<file path="src/rtl/lbist_pkg.sv">
package lbist_pkg;

   typedef enum logic {
      CUT_ADDER   = 1'b0,
      CUT_DECODER = 1'b1
   } cut_kind_e;

   localparam logic [7:0] DEF_TAPS = 8'hB8;
   localparam logic [7:0] DEF_SEED = 8'h01;
   localparam int         DEF_LEN  = 255;

   // Constant function: signature of a complete run, evaluated at elaboration.
   function automatic logic [7:0] ref_signature(input logic dec, input logic flt,
                                                input logic [7:0] taps,
                                                input logic [7:0] seed,
                                                input int len);
      logic [7:0] pat;
      logic [7:0] acc;
      logic [7:0] rsp;
      pat = seed;
      acc = 8'h00;
      for (int k = 0; k < len; k++) begin
         if (dec) rsp = 8'h01 << pat[2:0];
         else     rsp = {3'b000, {1'b0, pat[3:0]} + {1'b0, pat[7:4]}};
         if (flt) rsp[0] = 1'b1;
         acc = {acc[6:0], ^(acc & taps)} ^ rsp;
         pat = {pat[6:0], ^(pat & taps)};
      end
      return acc;
   endfunction

endpackage

</file>
<file path="src/rtl/lbist_prpg.sv">
module lbist_prpg #(
   parameter int         W    = 8,
   parameter logic [W-1:0] TAPS = 8'hB8,
   parameter logic [W-1:0] SEED = 8'h01
) (
   input  logic         clk,
   input  logic         rst,
   input  logic         load,
   input  logic         step,
   output logic [W-1:0] state
);

   initial begin
      if (W < 8)     $error("lbist_prpg: W must be at least 8");
      if (SEED == 0) $error("lbist_prpg: SEED must be non-zero");
      if (TAPS == 0) $error("lbist_prpg: TAPS must be non-zero");
   end

   logic fb;
   assign fb = ^(state & TAPS);

   always_ff @(posedge clk) begin
      if (rst)       state <= SEED;
      else if (load) state <= SEED;
      else if (step) state <= {state[W-2:0], fb};
   end


   prpg_nonzero_chk: assert property (@(posedge clk) disable iff (rst)
      step |=> state != '0);

   prpg_moves_chk: assert property (@(posedge clk) disable iff (rst)
      (step && !load) |=> state != $past(state));

   prpg_idle_hold_chk: assert property (@(posedge clk) disable iff (rst)
      (!step && !load) |=> $stable(state));

endmodule

</file>
<file path="src/rtl/lbist_cut.sv">
module lbist_cut #(
   parameter int W = 8
) (
   input  logic         clk,
   input  logic         rst,
   input  logic [W-1:0] pattern,
   input  logic         sel_dec,
   input  logic         flt,
   output logic [W-1:0] resp
);
   import lbist_pkg::*;

   localparam int NIB    = 4;
   localparam int DEC_IN = 3;
   localparam int DEC_N  = 1 << DEC_IN;

   initial begin
      if (W < 2 * NIB) $error("lbist_cut: W too small for adder operands");
      if (W < DEC_N)   $error("lbist_cut: W too small for decoder outputs");
   end

   logic [W-1:0]   add_out;
   logic [W-1:0]   dec_out;
   logic [NIB:0]   sum;
   logic [W-1:0]   raw;

   assign sum = {1'b0, pattern[NIB-1:0]} + {1'b0, pattern[2*NIB-1:NIB]};
   assign add_out = {{(W-NIB-1){1'b0}}, sum};

   for (genvar g = 0; g < W; g++) begin : g_dec
      if (g < DEC_N) begin : g_used
         assign dec_out[g] = (pattern[DEC_IN-1:0] == g[DEC_IN-1:0]);
      end else begin : g_zero
         assign dec_out[g] = 1'b0;
      end
   end

   assign raw  = (cut_kind_e'(sel_dec) == CUT_DECODER) ? dec_out : add_out;
   assign resp = flt ? (raw | {{(W-1){1'b0}}, 1'b1}) : raw;


   dec_onehot_chk: assert property (@(posedge clk) disable iff (rst)
      (sel_dec && !flt) |-> $countones(resp) == 1);

   add_range_chk: assert property (@(posedge clk) disable iff (rst)
      (!sel_dec && !flt) |-> resp <= W'(2 * ((1 << NIB) - 1)));

endmodule

</file>
<file path="src/rtl/lbist_misr.sv">
module lbist_misr #(
   parameter int           W    = 8,
   parameter logic [W-1:0] TAPS = 8'hB8
) (
   input  logic         clk,
   input  logic         rst,
   input  logic         clear,
   input  logic         step,
   input  logic [W-1:0] resp,
   output logic [W-1:0] nxt,
   output logic [W-1:0] state
);

   logic fb;
   assign fb = ^(state & TAPS);

   for (genvar i = 0; i < W; i++) begin : g_stage
      if (i == 0) begin : g_head
         assign nxt[i] = fb ^ resp[i];
      end else begin : g_body
         assign nxt[i] = state[i-1] ^ resp[i];
      end
   end

   always_ff @(posedge clk) begin
      if (rst)        state <= '0;
      else if (clear) state <= '0;
      else if (step)  state <= nxt;
   end


   misr_clear_chk: assert property (@(posedge clk) disable iff (rst)
      clear |=> state == '0);

   misr_idle_chk: assert property (@(posedge clk) disable iff (rst)
      (!clear && !step) |=> $stable(state));

endmodule

</file>
<file path="src/rtl/lbist_engine.sv">
module lbist_engine #(
   parameter int           W        = 8,
   parameter logic [W-1:0] TAPS     = lbist_pkg::DEF_TAPS,
   parameter logic [W-1:0] SEED     = lbist_pkg::DEF_SEED,
   parameter int           RUN_LEN  = lbist_pkg::DEF_LEN,
   parameter logic [W-1:0] GOLD_ADD = lbist_pkg::ref_signature(1'b0, 1'b0,
                                        lbist_pkg::DEF_TAPS, lbist_pkg::DEF_SEED,
                                        lbist_pkg::DEF_LEN),
   parameter logic [W-1:0] GOLD_DEC = lbist_pkg::ref_signature(1'b1, 1'b0,
                                        lbist_pkg::DEF_TAPS, lbist_pkg::DEF_SEED,
                                        lbist_pkg::DEF_LEN)
) (
   input  logic         clk,
   input  logic         rst,
   input  logic         start,
   input  logic         cut_sel,
   input  logic         inject_fault,
   output logic         busy,
   output logic         done,
   output logic         pass,
   output logic [W-1:0] signature
);

   localparam int CW = $clog2(RUN_LEN + 1);
   localparam logic [CW-1:0] LAST = CW'(RUN_LEN - 1);

   initial begin
      if (RUN_LEN < 1) $error("lbist_engine: RUN_LEN must be positive");
   end

   logic         accept;
   logic [CW-1:0] cnt;
   logic         sel_q;
   logic         flt_q;
   logic [W-1:0] pattern;
   logic [W-1:0] resp;
   logic [W-1:0] misr_nxt;
   logic [W-1:0] gold;

   assign accept = start && !busy;
   assign gold   = sel_q ? GOLD_DEC : GOLD_ADD;

   lbist_prpg #(.W(W), .TAPS(TAPS), .SEED(SEED)) u_prpg (
      .clk(clk), .rst(rst), .load(accept), .step(busy), .state(pattern));

   lbist_cut #(.W(W)) u_cut (
      .clk(clk), .rst(rst), .pattern(pattern), .sel_dec(sel_q),
      .flt(flt_q), .resp(resp));

   lbist_misr #(.W(W), .TAPS(TAPS)) u_misr (
      .clk(clk), .rst(rst), .clear(accept), .step(busy), .resp(resp),
      .nxt(misr_nxt), .state(signature));

   always_ff @(posedge clk) begin
      if (rst) begin
         busy  <= 1'b0;
         done  <= 1'b0;
         pass  <= 1'b0;
         cnt   <= '0;
         sel_q <= 1'b0;
         flt_q <= 1'b0;
      end else if (accept) begin
         busy  <= 1'b1;
         done  <= 1'b0;
         pass  <= 1'b0;
         cnt   <= '0;
         sel_q <= cut_sel;
         flt_q <= inject_fault;
      end else if (busy) begin
         cnt <= cnt + 1'b1;
         if (cnt == LAST) begin
            busy <= 1'b0;
            done <= 1'b1;
            pass <= (misr_nxt == gold);
         end
      end
   end


   busy_done_excl_chk: assert property (@(posedge clk) disable iff (rst)
      !(busy && done));

   start_accept_chk: assert property (@(posedge clk) disable iff (rst)
      (start && !busy) |=> busy && !done && !pass);

   pass_needs_done_chk: assert property (@(posedge clk) disable iff (rst)
      pass |-> done);

   done_hold_chk: assert property (@(posedge clk) disable iff (rst)
      (done && !start) |=> done && $stable(pass) && $stable(signature));

   sel_frozen_chk: assert property (@(posedge clk) disable iff (rst)
      (busy && $past(busy)) |-> $stable(sel_q) && $stable(flt_q));

endmodule

</file>
<file path="config.mk">
export PLATFORM = sky130hd
export DESIGN_NAME = lbist_engine
export DESIGN_NICKNAME = d
export VERILOG_FILES = /design/src/rtl/lbist_pkg.sv /design/src/rtl/lbist_prpg.sv /design/src/rtl/lbist_cut.sv /design/src/rtl/lbist_misr.sv /design/src/rtl/lbist_engine.sv
export SDC_FILE = /design/constraint.sdc
export NUM_CORES = 1
export LEC_CHECK = 0
export CAP_MARGIN = 20
export CORE_MARGIN = 5
export CORE_UTILIZATION = 57
export CTS_BUF_LIST = sky130_fd_sc_hd__clkbuf_8
export DETAILED_ROUTE_END_ITERATION = 12
export DONT_BUFFER_PORTS = 1
export HOLD_SLACK_MARGIN = 0.03
export PLACE_DENSITY_LB_ADDON = 0.3
export SLEW_MARGIN = 10
export SYNTH_ARGS = -nofsm -noshare
export SYNTH_HDL_FRONTEND = slang
export SYNTH_HIERARCHICAL = 1
export SYNTH_SLANG_ARGS = --single-unit
</file>
<file path="constraint.sdc">
create_clock -name clk -period 3 [get_ports clk]
set_clock_uncertainty 0.2 [all_clocks]
set_input_delay 0 -clock clk [delete_from_list [all_inputs] [get_ports clk]]
set_output_delay 0 -clock clk [all_outputs]
set_load 0.02 [all_outputs]
</file>
==> results of run 1 <==
==> where the power goes <==
part           internal [mW]  switching [mW]  total, mW
sequential             0.399          0.0333      0.432
combinational         0.0419          0.0518     0.0937
clock                  0.178           0.134      0.312
total                  0.618           0.219      0.838
==> per-stage QoR <==
stage / setup slack, ns / hold WS (ns) / power, mW
2_1_floorplan: 0.710 / -0.128 / 0.512
3_3_place_gp: 0.488 / -0.126 / 0.522
3_5_place_dp: 0.401 / -0.124 / 0.526
4_1_cts: 0.393 / 0.220 / 0.846
5_1_grt: 0.176 / 0.261 / 0.879
6_report: 0.416 / 0.225 / 0.838
==> sequential cells by signal (all words and copies together) (netlist names) <==
signal and cells:
busy 1, cnt 8, done 1, flt_q 1
pass 1, sel_q 1, u_misr/state 8, u_prpg/state 8
==> tightest hold or removal path: stages <==
cell and delay (ns):
mux2i_1 0.04, nor2_1 0.08, dlygate4sd3_1 0.55
==> routing by layer <==
metal	vias to the layer above	routed length (µm)
li1	620	-
met3	5	80
met4	0	47
met5	-	0
met2	10	1610
met1	587	1370
==> layout by cell type, fill, tap and decap left out, types with 4 or more instances in the layout <==
cell type      instances
ha_1                   6
xor2_1                12
nand4_1                5
a21oi_1                4
dlygate4sd3_1          5
xnor2_1                4
mux2i_1                9
dfxtp_1               29
nor3_1                10
nor2_1                40
nand2_1                6
clkbuf_8               6
nand3_1                4
==> cell type report <==
type                    instances  share of cell area
inverters                       4             0.00871
flip-flops and latches         29               0.337
well taps                      31              0.0225
clock inverters                 1             0.00218
clock buffers                   6              0.0479
repair buffers                  6              0.0334
multi-input cells             136               0.549
==> Yosys cell counts (2+ instances only) <==
master / n
or3_1: 2
xnor2_1: 4
a21oi_1: 4
buf_6: 2
buf_2: 3
inv_1: 2
dfxtp_1: 29
ha_1: 6
nor3_1: 10
or2_1: 3
mux2i_1: 9
inv_2: 2
nand3_1: 4
xor2_1: 12
o21ai_0: 3
nor2_1: 40
nor4b_2: 2
a21oi_2: 2
a21o_1: 2
xnor2_2: 2
nand2_1: 6
nand4_1: 5
==> cell families (layout without fill, tap and decap cells) <==
kind of cell | count (synthesis) | in the layout
and+or+nand+nor | 83 | 83
AOI/OAI and AO/OA | 18 | 18
adders and majority gates | 7 | 7
buffers and inverters | 11 | 17
xor gates and xnor gates | 19 | 19
muxes | 9 | 9
DFF | 29 | 29
==> repair_timing <==
action / 4_1_cts / 5_1_grt
hold buffers: 5 / 0
endpoints found under the hold margin: 29 / 0
buffers inserted: 0 / 0
resized for setup: 0 / 0
==> final timing paths <==
path                    endpoint  cells after the start
max reg2reg    pass$_SDFFE_PP0P_                     10
max            pass$_SDFFE_PP0P_                     10
min reg2reg  cnt[5]$_SDFFE_PP0P_                      2
min           flt_q$_SDFFE_PP0P_                      3
==> results.json, run 1 <==
{
  "die_w_um": 62.8,
  "cts_tree": "done",
  "synth.area.mux_share": 0.0566,
  "final_nets": 194,
  "synth_edf_count": 0,
  "cts-root-buf": "clkbuf_8",
  "vias": 1222,
  "num-fill-cells": 244,
  "synthToLayoutAreaGrowth_pct": 8.42,
  "yosysUniqueCellTypes": 44,
  "synth-simple-area-share": 0.272,
  "use_met1": 0.186,
  "drv_cap": 0,
  "p_per_area_nw_per_um2": 486,
  "hold_class": "in2reg",
  "path_buf_inv": 0,
  "wire_per_inst_um": 14.6,
  "worst_pin_slew_ns": 0.590,
  "insertion_delay_ns": 0.28,
  "drv_slew": 0,
  "grt_setup_unrepaired": "no",
  "antenna_cells": 0,
  "grt.busiest_layer": "met2",
  "cp_max_fo": 10,
  "cp.arrival_ns": 2.59,
  "overflow": 0,
  "hold_start": "inject_fault",
  "min_period_ns": 2.58,
  "drtIter0Drc": 29,
  "synth_top_family_by_area": "simple AND/OR/NAND/NOR gates",
  "leakagePower_nw": 0.701,
  "routabilityCongestion": 0.857,
  "grt_pass1_wl_um": 5240,
  "path_delay_family": "compound AO/OA/AOI/OAI gates",
  "cts_buffers": 5,
  "finalCritPeriodShare": 0.861,
  "drive_above_1_share": 0.115,
  "hold_violations": 0,
  "synth-seq-area-share": 0.365,
  "r2r_start": "u_prpg/state[0]$_SDFFE_PP1P_",
  "antenna_left": 0,
  "slowest_stage": "fa_1",
  "fin_area_um2": 1720,
  "grt_util_met3": 0.0540,
  "critical_path.endpoint_type": "flip-flop",
  "place_hpwl_um": 2260,
  "grt_pass1_vias": 1145,
  "clk_path_buf_depth": 2,
  "syn_area_per_cell_um2": 9.04,
  "syn_nets": 188,
  "slowest_delay_ns": 0.42,
  "reg2reg_slack_ns": 0.42,
  "core_um2": 2710,
  "viasPerCell": 5.74,
  "synth-async-reset-ratio": 0,
  "drc": 0,
  "crit_top_cell": "a21oi_1",
  "dpl_cell_area_um2": 1590,
  "setup_violations": 0,
  "synth_fa_ha_area_frac": 0.0598,
  "drtPass1Iterations": 4,
  "peakVddDrop_uv": 412,
  "layout.cells.non_filler": 213,
  "synth-xor-area-share": 0.123,
  "synth_top_cell_area_share": 0.365,
  "path_clk_slew_ns": 0.06,
  "start_kind": "flip-flop",
  "port_buffers": 0,
  "antenna_found_initial": 0,
  "synth_ff_type": "dfxtp_1",
  "wirelength_um": 3110,
  "die_h_um": 62.8,
  "die-area_um2": 3950,
  "regArea_um2": 581,
  "status": "completed",
  "synth_compound_area_frac": 0.0834,
  "multiInputGateArea_um2": 946,
  "grt_use_met2": 0.291,
  "path_class": "reg2reg",
  "final_util": 0.636,
  "required_ns": 3.01,
  "mappedNetlistArea_um2": 1590,
  "tns_ns": 0,
  "max_slew_margin": 0.606,
  "fmax_ghz": 0.387,
  "synth-seq-cells": 29,
  "initial_core_util": 0.587,
  "io_pins": 16,
  "netlist_instances": 176,
  "yosysWarnings": 6,
  "grt_usage": 0.166,
  "synth_area_leaders": "dfxtp_1 (37%), nor2_1 (9.4%), xor2_1 (6.6%)",
  "dp.cells": 201,
  "cp_cell_sequence": "ha_1 -> fa_1 -> a21o_1 -> a211oi_1 -> a21oi_1 -> xor2_1 -> nand2_1 -> nor3_1 -> o211ai_1 -> a21oi_1",
  "cts_sinks": 29,
  "rows": 19,
  "yosys.area.top_type": "dfxtp_1",
  "crit_path_start": "u_prpg/state[0]$_SDFFE_PP1P_",
  "grt_max_degree": 20,
  "cts.htree.levels": 2
}
Note: power is estimated with default switching activity, not from simulation.
==> inputs of run 2 (changes only) <==
Settings changed: GPL_TIMING_DRIVEN from default to 0.
Clock period 3 ns to 2.3 ns, I/O delays scaled along.
==> run 2 against run 1 <==
  * The run now ends with setup timing left
  * Sequential power up 28%
  * Hold slack worse by 0.0059 ns
  * Worst setup slack worse by 0.44 ns
  * Die area unchanged
  * Count of clock-buffer cells in the layout unchanged
  * Register-to-register slack worse by 0.44 ns
  * Largest power group unchanged
==> results.json, run 2 (synthesized netlist as in run 1, its figures left out) <==
{
  "grt_max_degree": 11,
  "finalCritPeriodShare": 1.01,
  "cts_buffers": 5,
  "min_to": "sel_q$_SDFFE_PP0P_",
  "path_buf_inv": 1,
  "combPwrFrac": 0.129,
  "wire_per_inst_um": 15.6,
  "hold_start": "cut_sel",
  "top_regs": "cnt (8), u_misr/state (8), u_prpg/state (8)",
  "insertion_delay_ns": 0.28,
  "overflow": 0,
  "grt_usage": 0.191,
  "grt_pass1_wl_um": 5990,
  "cts_tree": "done",
  "layout_commonest_cell": "nor2_1",
  "fin_hold_ws_ns": 0.219,
  "slowest_stage": "fa_2",
  "p_per_area_nw_per_um2": 645,
  "drv_slew": 0,
  "cts-root-buf": "clkbuf_8",
  "hold_class": "in2reg",
  "drc": 0,
  "routabilityCongestion": 0.914,
  "r2r_cells": 10,
  "intPower_mw": 0.939,
  "drtIter0Drc": 77,
  "core_um2": 2710,
  "cts_sinks": 29,
  "required_ns": 2.32,
  "antenna_cells": 0,
  "layout_common_cells": "nor2_1 (40), dfxtp_1 (22), xor2_1 (11), nor3_1 (9), mux2i_1 (9)",
  "path_delay_family": "compound AO/OA/AOI/OAI gates",
  "start_kind": "flip-flop",
  "layout.cells.non_filler": 226,
  "antenna_left": 0,
  "grt_pass1_vias": 1379,
  "wirelength_um": 3520,
  "antenna_found_initial": 0,
  "worst_pin_slew_ns": 0.352,
  "power_switching_mw": 0.316,
  "critical_path.endpoint_type": "flip-flop",
  "worst_r2r_endpoint": "pass$_SDFFE_PP0P_",
  "failed_checks": "setup timing",
  "initial_core_util": 0.587,
  "min_delay_path_depth": 3,
  "hold_violations": 0,
  "cp_max_fo": 4,
  "die_w_um": 62.8,
  "clk_path_buf_depth": 2,
  "slowest_delay_ns": 0.39,
  "rows": 19,
  "pwr-share-seq": 0.440,
  "peakVddDrop_uv": 509,
  "path_class": "reg2reg",
  "clkPwrFrac": 0.431,
  "swShare": 0.252,
  "path_clk_slew_ns": 0.07,
  "synthToLayoutAreaGrowth_pct": 22.4,
  "max_slew_margin": 0.765,
  "setup_violations": 1,
  "viasPerCell": 5.81,
  "num-fill-cells": 189,
  "drv_cap": 0,
  "crit_top_cell": "a21oi_1",
  "io_pins": 16,
  "die_h_um": 62.8,
  "cp_cell_sequence": "buf_4 -> fa_2 -> a21o_1 -> a211oi_2 -> a21oi_1 -> xor2_1 -> nand2_1 -> nor3_2 -> o211ai_1 -> a21oi_1",
  "die-area_um2": 3950,
  "vias": 1313,
  "status": "complete, but fails checks",
  "final_nets": 206,
  "grt_setup_unrepaired": "yes",
  "r2r_start": "u_prpg/state[1]$_SDFFE_PP0P_",
  "reg2reg_slack_ns": -0.03,
  "port_buffers": 0,
  "min_period_ns": 2.33,
  "fmax_ghz": 0.429,
  "cp.arrival_ns": 2.34,
  "cts.htree.levels": 2,
  "dp.cells": 207,
  "tns_ns": -0.0286,
  "drtPass1Iterations": 4,
  "drive_above_1_share": 0.272,
  "layout_setup_ws_ns": -0.0286,
  "place_hpwl_um": 2330,
  "leakagePower_nw": 0.780,
  "pre_cts_slack_ns": -0.231
}
run 2: cell count changes in the layout (fill, tap and decap cells not counted), sizes merged:
cell / before / now
dlygate4sd3: 5 / 4
clkbuf: 6 / 7
buf: 1 / 13
bufinv: 0 / 1
run 2: power groups by stage:
stage / Sequential [mW] / Clock [mW] / Combinational, mW
finish: 0.553 / 0.542 / 0.162
global route: 0.555 / 0.583 / 0.177
CTS: 0.553 / 0.552 / 0.154
detailed placement: 0.569 / 0 / 0.125
global placement: 0.568 / 0 / 0.120
floorplan: 0.561 / 0 / 0.107
run 2: stage by stage:
stage                     utilization  cell area [µm²]  total power, mW
after floorplan                     -             1590            0.668
after global placement          0.601             1630            0.689
after detailed placement        0.601             1630            0.694
after CTS                       0.712             1930             1.26
after global routing            0.718             1950             1.31
final                           0.718             1950             1.26
run 2: what timing repair did:
item	4_1_cts	5_1_grt
hold endpoints to repair	29	0
pin swaps	4	0
hold buffers	4	0
endpoints found under the setup margin	1	1
resized for setup	22	1
setup buffers	6	1
run 2: worst min-delay path: cells and delay by family:
family,cells,cell delay (ns)
AND/OR/NAND/NOR,1,0.08
buffers and inverters,1,0.55
multiplexers,1,0.04
run 2: how the worst max path moves through the flow:
stage / start / end / slack, ns / depth (start not counted)
finish: u_prpg/state[1]$_SDFFE_PP0P_ / pass$_SDFFE_PP0P_ / -0.03 / 10
global route: u_prpg/state[1]$_SDFFE_PP0P_ / pass$_SDFFE_PP0P_ / -0.18 / 10
detailed placement: u_prpg/state[0]$_SDFFE_PP1P_ / pass$_SDFFE_PP0P_ / -0.23 / 10
CTS: u_prpg/state[3]$_SDFFE_PP0P_ / pass$_SDFFE_PP0P_ / 0.003 / 8
global placement: u_prpg/state[0]$_SDFFE_PP1P_ / pass$_SDFFE_PP0P_ / -0.21 / 9
floorplan: u_prpg/state[1]$_SDFFE_PP0P_ / pass$_SDFFE_PP0P_ / 0.01 / 9
run 2: area by class of cell:
type,count,area (µm²),area share
Clock buffer,6,82.6,0.0424
Multi-Input combinational cell,136,1040,0.533
Clock inverter,2,33.8,0.0174
Timing Repair Buffer,11,92.6,0.0476
Buffer,7,48.8,0.0251
Tap cell,31,38.8,0.0199
Inverter,4,15.0,0.00771
Sequential cell,29,597,0.307
run 2: routing by layer:
layer / share of wire / routed length [µm] / up-vias / global-route usage
li1: - / - / 649 / -
met1: 0.39 / 1380 / 623 / 0.201
met2: 0.53 / 1880 / 32 / 0.337
met3: 0.048 / 169 / 9 / 0.0629
met4: 0.024 / 85 / 0 / 0.0928
met5: 0 / 0 / - / 0
